$ cat config.mk
export PLATFORM = sky130hd
export DESIGN_NAME = prbs_link_tester
export DESIGN_NICKNAME = d
export VERILOG_FILES = /design/src/rtl/prbs_tst_pkg.sv /design/src/rtl/rll_pattern_gen.sv /design/src/rtl/ber_tally.sv /design/src/rtl/prbs_link_tester.sv
export SDC_FILE = /design/constraint.sdc
export NUM_CORES = 1
export LEC_CHECK = 0
export ABC_CLOCK_PERIOD_IN_PS = 6800
export BUFFER_PORTS_ARGS = -buffer_cell sky130_fd_sc_hd__buf_2
export CAP_MARGIN = 15
export CORE_ASPECT_RATIO = 0.7
export CORE_UTILIZATION = 64
export CTS_BUF_LIST = sky130_fd_sc_hd__clkbuf_4 sky130_fd_sc_hd__clkbuf_8
export CTS_CLUSTER_DIAMETER = 50
export DETAILED_ROUTE_END_ITERATION = 10
export PLACE_DENSITY = 0.84
export SYNTH_ARGS = -nofsm -noshare
export SYNTH_HDL_FRONTEND = slang
export SYNTH_HIERARCHICAL = 1
export SYNTH_SLANG_ARGS = --single-unit
$ cat constraint.sdc
create_clock -name clk -period 6.8 [get_ports clk]
set_input_delay 0.68 -clock clk [delete_from_list [all_inputs] [get_ports clk]]
set_output_delay 0.68 -clock clk [all_outputs]
set_load 0.01 [all_outputs]
$ cat src/rtl/prbs_tst_pkg.sv
package prbs_tst_pkg;
  localparam int PAT_W   = 8;
  localparam int MAX_RUN = 4;
  localparam int RUN_W   = $clog2(MAX_RUN + 1);

  function automatic logic [PAT_W-1:0] pat_step(input logic [PAT_W-1:0] s);
    return {s[PAT_W-2:0], s[7] ^ s[5] ^ s[4] ^ s[3]};
  endfunction
endpackage

$ cat src/rtl/rll_pattern_gen.sv
module rll_pattern_gen
  import prbs_tst_pkg::*;
#(
  parameter int               BIT_CYCLES = 2500,
  parameter logic [PAT_W-1:0] SEED       = 8'hA5
) (
  input  logic clk,
  input  logic rst_n,
  input  logic run,
  output logic bit_o,
  output logic mid_o,
  output logic last_o
);
  localparam int CYC_W = $clog2(BIT_CYCLES + 1);
  localparam logic [CYC_W-1:0] LAST_CYC = CYC_W'(BIT_CYCLES - 1);
  localparam logic [CYC_W-1:0] MID_CYC  = CYC_W'(BIT_CYCLES / 2);
  localparam logic [RUN_W-1:0] RUN_CAP  = RUN_W'(MAX_RUN);

  logic [PAT_W-1:0] state_q;
  logic             bit_q;
  logic [RUN_W-1:0] run_q;
  logic [CYC_W-1:0] cyc_q;
  logic             raw_bit;

  assign raw_bit = state_q[PAT_W-1];

  always_ff @(posedge clk or negedge rst_n) begin
    if (!rst_n) begin
      state_q <= pat_step(SEED);
      bit_q   <= SEED[PAT_W-1];
      run_q   <= RUN_W'(1);
      cyc_q   <= '0;
    end else if (!run) begin
      state_q <= pat_step(SEED);
      bit_q   <= SEED[PAT_W-1];
      run_q   <= RUN_W'(1);
      cyc_q   <= '0;
    end else if (cyc_q == LAST_CYC) begin
      cyc_q <= '0;
      if (run_q == RUN_CAP) begin
        bit_q <= ~bit_q;
        run_q <= RUN_W'(1);
      end else begin
        bit_q   <= raw_bit;
        state_q <= pat_step(state_q);
        run_q   <= (raw_bit == bit_q) ? run_q + RUN_W'(1) : RUN_W'(1);
      end
    end else begin
      cyc_q <= cyc_q + CYC_W'(1);
    end
  end

  assign bit_o  = bit_q;
  assign mid_o  = run && (cyc_q == MID_CYC);
  assign last_o = run && (cyc_q == LAST_CYC);
endmodule

$ cat src/rtl/ber_tally.sv
module ber_tally #(
  parameter int RUN_BITS = 1000000,
  parameter int CNT_W    = 20,
  parameter int ERR_W    = 16
) (
  input  logic             clk,
  input  logic             rst_n,
  input  logic             clear,
  input  logic             sample,
  input  logic             miss,
  output logic [CNT_W-1:0] bit_count,
  output logic [ERR_W-1:0] err_count,
  output logic             final_bit
);
  localparam logic [ERR_W-1:0] ERR_MAX  = '1;
  localparam logic [CNT_W-1:0] LAST_IDX = CNT_W'(RUN_BITS - 1);

  always_ff @(posedge clk or negedge rst_n) begin
    if (!rst_n) begin
      bit_count <= '0;
      err_count <= '0;
    end else if (clear) begin
      bit_count <= '0;
      err_count <= '0;
    end else if (sample) begin
      bit_count <= bit_count + CNT_W'(1);
      if (miss && err_count != ERR_MAX) err_count <= err_count + ERR_W'(1);
    end
  end

  assign final_bit = sample && (bit_count == LAST_IDX);
endmodule

$ cat src/rtl/prbs_link_tester.sv
module prbs_link_tester
  import prbs_tst_pkg::*;
#(
  parameter int               BIT_CYCLES     = 2500,
  parameter int               LATENCY_CYCLES = 2000,
  parameter int               RUN_BITS       = 1000000,
  parameter int               ERR_W          = 16,
  parameter int               CNT_W          = $clog2(RUN_BITS + 1),
  parameter logic [PAT_W-1:0] SEED           = 8'hA5
) (
  input  logic             clk,
  input  logic             rst_n,
  input  logic             start,
  output logic             tx_line,
  input  logic             rx_line,
  output logic             busy,
  output logic             done,
  output logic [CNT_W-1:0] bit_count,
  output logic [ERR_W-1:0] err_count
);
  localparam int LAT_W = $clog2(LATENCY_CYCLES + 1);
  localparam logic [LAT_W-1:0] LAT_LAST = LAT_W'(LATENCY_CYCLES - 1);

  logic             busy_q, done_q, rx_run_q;
  logic [LAT_W-1:0] lat_q;
  logic             accept, fin;
  logic             tx_bit, tx_mid, tx_last;
  logic             rx_bit, rx_mid, rx_last;

  assign accept = start && !busy_q;

  always_ff @(posedge clk or negedge rst_n) begin
    if (!rst_n) begin
      busy_q   <= 1'b0;
      done_q   <= 1'b0;
      rx_run_q <= 1'b0;
      lat_q    <= '0;
    end else if (accept) begin
      busy_q   <= 1'b1;
      done_q   <= 1'b0;
      rx_run_q <= 1'b0;
      lat_q    <= '0;
    end else if (busy_q) begin
      if (fin) begin
        busy_q   <= 1'b0;
        done_q   <= 1'b1;
        rx_run_q <= 1'b0;
      end else if (!rx_run_q) begin
        if (lat_q == LAT_LAST) rx_run_q <= 1'b1;
        else                   lat_q    <= lat_q + LAT_W'(1);
      end
    end
  end

  rll_pattern_gen #(.BIT_CYCLES(BIT_CYCLES), .SEED(SEED)) i_tx_gen (
    .clk(clk), .rst_n(rst_n), .run(busy_q),
    .bit_o(tx_bit), .mid_o(tx_mid), .last_o(tx_last)
  );

  rll_pattern_gen #(.BIT_CYCLES(BIT_CYCLES), .SEED(SEED)) i_rx_gen (
    .clk(clk), .rst_n(rst_n), .run(rx_run_q),
    .bit_o(rx_bit), .mid_o(rx_mid), .last_o(rx_last)
  );

  ber_tally #(.RUN_BITS(RUN_BITS), .CNT_W(CNT_W), .ERR_W(ERR_W)) i_tally (
    .clk(clk), .rst_n(rst_n), .clear(accept), .sample(rx_mid),
    .miss(rx_line != rx_bit), .bit_count(bit_count), .err_count(err_count),
    .final_bit(fin)
  );

  assign tx_line = busy_q & tx_bit;
  assign busy    = busy_q;
  assign done    = done_q;
endmodule

==> flow_summary.toml <==
[logic_synthesis]
netlist_area_um2 = 5240
syn_nets = 549
ys.warnings.count = 6
syn_avg_cell_area_um2 = 9.81
syn_inst = 534

[floorplanning]
coreArea_um2 = 7910
placementRows = 27
io_pins = 43
initial_core_util = 0.663
die_area_um2 = 8560
die_height_um = 77.7
die_w_um = 110

[sta]
tns_ns = 0
fin_crit_ns = 3.32
setup_violations = 0
max_slew.worst_pin.slew_ns = 1.18
timing.hold.ws_ns = 0.131
rsz0062_at_grt = "false"
report.final.slew_viol_count = 0
max_slew_margin = 0.203
fin_crit_sh = 0.488
fin_skew_ns = 0.0126
finalHoldViolations = 0
fmax_mhz = 302

[final_layout]
fin_cells = 680
n_fill_cell = 575
syn_to_final_growth_pct = 9.55
drive_gt1_frac = 0.185
antenna_cells = 0
nNetsFinal = 589
fin_util = 0.726

[setup_path]
r2r_slack_ns = 3.48
critPathRequiredTime_ns = 7.06
rr_startpoint = "busy"
crit_path_start = "busy"
setup.worst_path.end_class = "flop"
arrival_ns = 3.57
cp-start-kind = "flop"
timing.rr.end = "i_tally/err_count[6]"
reg2regPathDepth = 5
endpoint = "i_tally/err_count[6]"
critPathMaxFanout = 53
critPathKind = "reg -> reg"

[clocking]
cts_resized = 0
clockRootBuffer = "clkbuf_8"
numCtsBuffers = 9
postCtsSetupBuffers = 0
cts_num_sinks = 98
postCtsHoldBufs = 0
clk_pin_slew_ns = 0.10
clock_path_buffers = 2
clk-insertion-delay-late_ns = 0.38
cts_tree = "yes"
cts-htree-levels = 3

[placement]
dp_cells = 663
gp_congestion = 0.877
dp_hpwl_um = 7180
io_buffers = 42

[outcome]
status = "finished, final reports clean"

[global_routing]
antenna_found_initial = 0
grt.total_usage = 0.269
gr-total-overflow = 0
grt_pass1_vias = 3825
grt_pass1_wl_um = 18000
grt_util_met1 = 0.408
grt_busiest_layer = "met1"
grt_start_max_net_pins = 85
grtUsageMet2 = 0.390
met3_usage = 0.0588

[routing]
post_drt_via_cell_ratio = 6.05
wl_um = 10500
wire_per_inst_um = 15.5
first_pass_iters = 5
vias = 4116
drt_iter0_drc = 390
drc = 0
postRouteAntennaNets = 0

[hold_path]
hold_path.class = "in -> async"

[power]
power_density_nw_per_um2 = 182
ir_drop_uv = 160
p_leak_uw = 0.00250

[flow_run]
cap_violations = 0
==> power breakdown <==
part | switching, µW | total (µW) | internal [µW]
Sequential | 8.79 | 597 | 588
Clock | 205 | 414 | 209
Combinational | 22.6 | 35.3 | 12.6
==> worst min path at each step <==
stage and to:
6_report i_tx_gen/cyc_q[9], 3_3_place_gp i_rx_gen/state_q[1], 5_1_grt i_tx_gen/run_q[2], 3_5_place_dp lat_q[3], 2_1_floorplan busy, 4_1_cts i_tx_gen/run_q[2]
==> worst max-delay path, cell delays in order (launching register included) <==
cell      delay [ns]
dfrtp_1         0.58
nand2b_1        0.39
inv_2           0.66
o21ai_0         0.63
nor4_1          0.50
mux2_2          0.39
==> stage by stage <==
step	power, µW	setup WS [ns]	cell area (µm²)
final	1050	3.48	5740
after global placement	641	3.63	5490
after floorplan	621	4.02	5240
after detailed placement	642	3.50	5490
after global routing	1080	3.18	5740
after CTS	1060	3.53	5710
==> layout by cell type, fill, tap and decap left out, types with 4 or more instances in the layout <==
cell type   n
or3_1      14
o41ai_1     4
nand4_1    17
nor4_2      4
a21oi_1    26
buf_4       6
nor2_1     55
nor4_1     11
or4_4       4
o41ai_2     4
mux2i_1     4
a21boi_0    8
clkbuf_8    9
or4_1       6
nand3_1    39
dfrtp_1    88
o31ai_1     6
mux2_2      5
xor2_1      9
nor2b_1     6
nand2_1    34
dfstp_2    10
o21ai_0    32
ha_1       11
nor3b_1     4
nand2b_1    4
buf_2      41
xnor2_1    32
nor3_1     18
inv_1      15
==> per-layer routing <==
metal,vias up,wire length (µm),share of wire
li1,2009,-,-
met1,1995,5210,0.49
met2,99,4780,0.45
met3,13,443,0.042
met4,0,116,0.011
met5,-,0,0
==> cell type report <==
cell class	instances	area, µm²	share of cell area
Sequential cell	98	2460	0.429
Multi-Input combinational cell	401	2590	0.451
Clock buffer	9	124	0.0216
Tap cell	101	126	0.0220
Timing Repair Buffer	48	278	0.0484
Inverter	16	60.1	0.0105
Clock inverter	7	98.8	0.0172
==> registers in the layout (all words and copies together) (netlist names), 3 cells and up <==
name and count:
i_tally/bit_count 20, i_tally/err_count 16, i_rx_gen/cyc_q 12, i_tx_gen/cyc_q 12, lat_q 11, i_rx_gen/state_q 8, i_tx_gen/state_q 8, i_rx_gen/run_q 3
i_tx_gen/run_q 3
No activity file was read; power rests on OpenSTA's default activity.
